===== config.mk =====
export PLATFORM = sky130hd
export DESIGN_NAME = pbs_serializer
export DESIGN_NICKNAME = d
export VERILOG_FILES = /design/src/rtl/pbs_pkg.sv /design/src/rtl/pbs_ptr_ring.sv /design/src/rtl/pbs_pair_stage.sv /design/src/rtl/pbs_ddr_sel.sv /design/src/rtl/pbs_serializer.sv
export SDC_FILE = /design/constraint.sdc
export NUM_CORES = 1
export LEC_CHECK = 0
export BUFFER_PORTS_ARGS = -buffer_cell sky130_fd_sc_hd__buf_2
export CORE_MARGIN = 4
export CORE_UTILIZATION = 58
export CTS_BUF_LIST = sky130_fd_sc_hd__clkbuf_4
export DETAILED_ROUTE_END_ITERATION = 12
export PLACE_DENSITY = 0.81
export SYNTH_ARGS = -nofsm -noshare
export SYNTH_HDL_FRONTEND = slang
export SYNTH_HIERARCHICAL = 1
export SYNTH_SLANG_ARGS = --single-unit

===== constraint.sdc =====
create_clock -name clk -period 1.9 [get_ports clk]
set_input_delay 0.19 -clock clk [delete_from_list [all_inputs] [get_ports clk]]
set_output_delay 0.19 -clock clk [all_outputs]
set_load 0.05 [all_outputs]

===== src/rtl/pbs_pkg.sv =====
package pbs_pkg;
  // which half of a pointer-selected pair leaves the pin first
  typedef enum logic {
    ORDER_EVEN_FIRST = 1'b0,
    ORDER_ODD_FIRST  = 1'b1
  } pair_order_e;
endpackage


===== src/rtl/pbs_ptr_ring.sv =====
module pbs_ptr_ring #(
  parameter int SLOTS = 4
) (
  input  logic                     clk,
  input  logic                     rst,
  input  logic                     load,
  input  logic [$clog2(SLOTS)-1:0] start_idx,
  input  logic                     step,
  output logic [SLOTS-1:0]         ptr
);
  localparam logic [SLOTS-1:0] ONE = {{(SLOTS-1){1'b0}}, 1'b1};

  always_ff @(posedge clk) begin
    if (rst)       ptr <= '0;
    else if (load) ptr <= ONE << start_idx;
    else if (step) ptr <= {ptr[SLOTS-2:0], ptr[SLOTS-1]};
  end
endmodule


===== src/rtl/pbs_pair_stage.sv =====
module pbs_pair_stage
  import pbs_pkg::*;
#(
  parameter int SLOTS = 4
) (
  input  logic             clk,
  input  logic             rst,
  input  logic             xfer,
  input  pair_order_e      order,
  input  logic [SLOTS-1:0] half_e,
  input  logic [SLOTS-1:0] half_o,
  input  logic [SLOTS-1:0] ptr_e,
  input  logic [SLOTS-1:0] ptr_o,
  output logic             slot_first,
  output logic             slot_second,
  output logic             slot_valid
);
  logic bit_e, bit_o;

  assign bit_e = |(half_e & ptr_e);
  assign bit_o = |(half_o & ptr_o);

  always_ff @(posedge clk) begin
    if (rst) begin
      slot_first  <= 1'b0;
      slot_second <= 1'b0;
      slot_valid  <= 1'b0;
    end else begin
      slot_valid <= xfer;
      if (xfer) begin
        if (order == ORDER_ODD_FIRST) begin
          slot_first  <= bit_o;
          slot_second <= bit_e;
        end else begin
          slot_first  <= bit_e;
          slot_second <= bit_o;
        end
      end
    end
  end
endmodule


===== src/rtl/pbs_ddr_sel.sv =====
module pbs_ddr_sel (
  input  logic phase,
  input  logic first,
  input  logic second,
  input  logic valid,
  output logic pin
);
  assign pin = valid & (phase ? first : second);
endmodule


===== src/rtl/pbs_serializer.sv =====
module pbs_serializer
  import pbs_pkg::*;
#(
  parameter int PF_BITS = 8
) (
  input  logic                       clk,
  input  logic                       rst,
  input  logic                       in_valid,
  output logic                       in_ready,
  input  logic [PF_BITS-1:0]         in_word,
  input  logic [$clog2(PF_BITS)-1:0] in_col,
  output logic                       ser_data,
  output logic                       ser_valid
);
  localparam int HALF  = PF_BITS / 2;
  localparam int PTR_W = $clog2(HALF);
  localparam int OFS_W = $clog2(PF_BITS);

  logic [PF_BITS-1:0] word_q;
  logic [HALF-1:0]    half_e, half_o, ptr_e, ptr_o;
  logic [PTR_W-1:0]   cnt_q, idx_o, idx_e;
  logic               busy_q, load, last;
  pair_order_e        order_q;
  logic               slot_first, slot_second, slot_valid;

  for (genvar g = 0; g < HALF; g++) begin : g_split
    assign half_e[g] = word_q[2*g];
    assign half_o[g] = word_q[2*g+1];
  end

  assign last     = (cnt_q == PTR_W'(HALF - 1));
  assign in_ready = !busy_q || last;
  assign load     = in_valid && in_ready;
  assign idx_o    = in_col[OFS_W-1:1];
  assign idx_e    = idx_o + PTR_W'(in_col[0]);

  always_ff @(posedge clk) begin
    if (rst) begin
      busy_q  <= 1'b0;
      cnt_q   <= '0;
      word_q  <= '0;
      order_q <= ORDER_EVEN_FIRST;
    end else if (load) begin
      busy_q  <= 1'b1;
      cnt_q   <= '0;
      word_q  <= in_word;
      order_q <= in_col[0] ? ORDER_ODD_FIRST : ORDER_EVEN_FIRST;
    end else if (busy_q) begin
      cnt_q <= cnt_q + 1'b1;
      if (last) busy_q <= 1'b0;
    end
  end

  pbs_ptr_ring #(.SLOTS(HALF)) u_ring_e (
    .clk(clk), .rst(rst), .load(load), .start_idx(idx_e), .step(busy_q), .ptr(ptr_e)
  );

  pbs_ptr_ring #(.SLOTS(HALF)) u_ring_o (
    .clk(clk), .rst(rst), .load(load), .start_idx(idx_o), .step(busy_q), .ptr(ptr_o)
  );

  pbs_pair_stage #(.SLOTS(HALF)) u_stage (
    .clk(clk), .rst(rst), .xfer(busy_q), .order(order_q),
    .half_e(half_e), .half_o(half_o), .ptr_e(ptr_e), .ptr_o(ptr_o),
    .slot_first(slot_first), .slot_second(slot_second), .slot_valid(slot_valid)
  );

  pbs_ddr_sel u_sel (
    .phase(clk), .first(slot_first), .second(slot_second), .valid(slot_valid), .pin(ser_data)
  );

  assign ser_valid = slot_valid;
endmodule


==> flow_metrics.tcl <==
set metrics [dict create \
    leakage_nw 0.5351 \
    dieArea_um2 2751 \
    syn_avg_cell_area_um2 9.551 \
    diodes 0 \
    critPathArrivalTime_ns 1.66 \
    grt_pass1_vias 911 \
    p_switching_uw 292.7 \
    min-delay-path-class "in2reg" \
    antenna_found_initial 0 \
    critPathRequiredTime_ns 1.71 \
    vias 974 \
    max_slew.worst_pin.slew_ns 0.5544 \
    worst-path-max-fanout 2 \
    final_hold_viol_count 0 \
    track_usage_pct 20.52 \
    post_cts_buffers 0 \
    p_int_uw 768.4 \
    synthCells 120 \
    hpwlAfterDp_mm 1.640 \
    drive_gt1_share_pct 27.40 \
    post-route-drc-count 0 \
    synthArstFlopShare_pct 0 \
    outcome "finished, final reports clean" \
    power.density_nw_per_um2 778.8 \
    crit_type "clk2out" \
    ios 17 \
    synth_area_um2 1146 \
    clock_skew_ns 0.001014 \
    synth_nets 136 \
    path_cells "clkbuf_4, clkbuf_4, mux2i_1, nor2b_2, buf_2" \
    areaGrowthSynthToFinish_pct 18.89 \
    power_mw 1.061 \
    max-cap-violations 0 \
    drt_pass1_iterations 4 \
    io_buffer_count 16 \
    cp_slowest_cell "buf_2" \
    yosysUniqueCellTypes 29 \
    crit_top_cell "clkbuf_4" \
    drt_iter0_markers 14 \
    slew_violations 0 \
    worstSkewPairLatency_ns 0.42 \
    final_nets 163 \
    slew_headroom_pct 63.04 \
    p_comb_share_pct 16.8 \
    swShare_pct 27.58 \
    tns_ns 0 \
    peakVddDrop_v 0.0005551 \
    ys.flop_type "dfxtp_1" \
    final_cells 171 \
    yosysSeqAreaShare_pct 40.17 \
    synth_edf_count 0 \
    clkPwrFrac_pct 32.7 \
    grt_max_degree 26 \
    crit_path_start_kind "clock port" \
    ys_warn_count 6 \
    avgRoutedWirePerCell_um 14.44 \
    grt_overflow_total 0 \
    postRouteAntennaNets 0 \
    cts_tree "yes" \
    routed_via_density 5.696 \
    pwr-share-seq_pct 50.5 \
    gp_congestion 0.7483 \
    n_fill_cell 133 \
    ys_ff_latch 23 \
    die_h_um 52.45 \
    setup_viol 0 \
    rows 15 \
    slowest_delay_ns 0.26 \
    clk_pin_slew_worst_paths_ns 0.12 \
    worstSetupEndpointType "primary output" \
    grt_first_pass_wirelength_mm 4.043 \
    start_util_pct 63.61 \
    dpl.cell_count 158 \
    core_area_um2 1802 \
    rsz0062_at_grt "false" \
    wirelength_mm 2.469 \
    die_w_um 52.45 \
]
==> critical path: cells and delay by family <==
kind,cells,cell delay [ns]
buffers and inverters,3,0.50
AND/OR/NAND/NOR,1,0.10
multiplexers,1,0.12
==> kinds of logic (layout without fill, tap and decap cells) <==
kind of cell,Yosys count,after routing,synth area share [%]
AO/OA/AOI/OAI,43,43,31.66
XOR/XNOR,1,1,0.7643
adder cells (fa/ha/maj),2,2,2.183
buffers and inverters,9,35,4.148
flip-flops,23,23,40.17
multiplexers,1,1,0.8734
AND/OR/NAND/NOR,41,41,20.20
==> layout by cell type, fill, tap and decap left out, drive strengths merged, types with 3 or more instances in the layout <==
cell type	synthesis	layout
dfxtp	23	23
buf	4	20
a211oi	14	14
nor2b	10	10
a21oi	10	10
nand3	9	9
a21bo	9	9
clkbuf	3	7
nand2	6	6
dlygate4sd3	0	6
nor3b	5	5
a22oi	4	4
nor2	3	3
nand2b	3	3
==> path summary, 6_finish.rpt <==
check / from / to / slack, ns / cells past startpoint
worst max register to register: cnt_q[0]$_SDFFE_PP0P_ / u_ring_e/ptr[2]$_SDFFE_PP0P_ / 0.29 / 5
worst min-delay path: in_word[0] / word_q[0]$_SDFFE_PP0P_ / 0.01 / 3
worst min register to register: cnt_q[0]$_SDFFE_PP0P_ / cnt_q[0]$_SDFFE_PP0P_ / 0.57 / 3
worst max-delay path: clk / ser_data / 0.05 / 5
==> per-layer routing <==
| layer | part of all wire (%) | vias to the layer above | track usage (%) |
|---|---|---|---|
| li1 | - | 491 | - |
| met1 | 46 | 467 | 24.08 |
| met2 | 50 | 13 | 33.06 |
| met3 | 4.3 | 3 | 9.687 |
| met4 | 0.24 | 0 | 5.957 |
| met5 | 0 | - | 0 |
==> power by group through the flow <==
stage	Sequential [mW]	Combinational, mW	Clock, mW
after floorplan	0.549	0.114	0.0104
after global placement	0.546	0.160	0.0106
after detailed placement	0.546	0.166	0.0106
after CTS	0.536	0.169	0.359
after global routing	0.541	0.195	0.385
final	0.536	0.179	0.347
==> area by class of cell <==
class	count	area, um2	share of cell area, %
sequential	23	460.4	33.79
clock buffer	8	57.56	4.224
inverter	2	7.507	0.5510
timing repair buffer	25	165.2	12.12
multi-input combinational	88	640.6	47.02
tap	25	31.28	2.296
==> synth_stat cells (3+ instances only) <==
| cell | n | area [um2] |
|---|---|---|
| a211oi_1 | 14 | 105.1 |
| a21bo_1 | 8 | 80.08 |
| a21oi_2 | 8 | 70.07 |
| buf_2 | 3 | 15.01 |
| dfxtp_1 | 23 | 460.4 |
| nand2_1 | 6 | 22.52 |
| nand3_1 | 9 | 45.04 |
| nor2_1 | 3 | 11.26 |
| nor2b_1 | 10 | 62.56 |
| nor3b_1 | 5 | 37.54 |
==> through the flow <==
| stage | utilization (%) | worst slack, ns | cell area [um2] | hold WS [ns] |
|---|---|---|---|---|
| final | 75.63 | 0.05092 | 1363 | 0.01115 |
| after global routing | 75.63 | 0.006734 | 1363 | 0.005346 |
| after CTS | 72.85 | 0.03276 | 1313 | 0.001105 |
| after detailed placement | 69.38 | 0.3127 | 1250 | 0.4509 |
| after global placement | 69.38 | 0.3131 | 1250 | 0.4458 |
| after floorplan | - | 0.1048 | 1149 | 0.2524 |
==> sequential cells by signal, summed over array words and instances (netlist names) <==
register             flops
word_q                   8
u_ring_e/ptr             4
u_ring_o/ptr             4
cnt_q                    2
busy_q                   1
order_q                  1
u_stage/slot_first       1
u_stage/slot_second      1
u_stage/slot_valid       1
==> repair_timing <==
action / in CTS / in global routing
resized for setup: 0 / 0
hold buffers: 1 / 5
endpoints found under the hold margin: 1 / 5
Note: power is estimated with default switching activity, not from simulation.
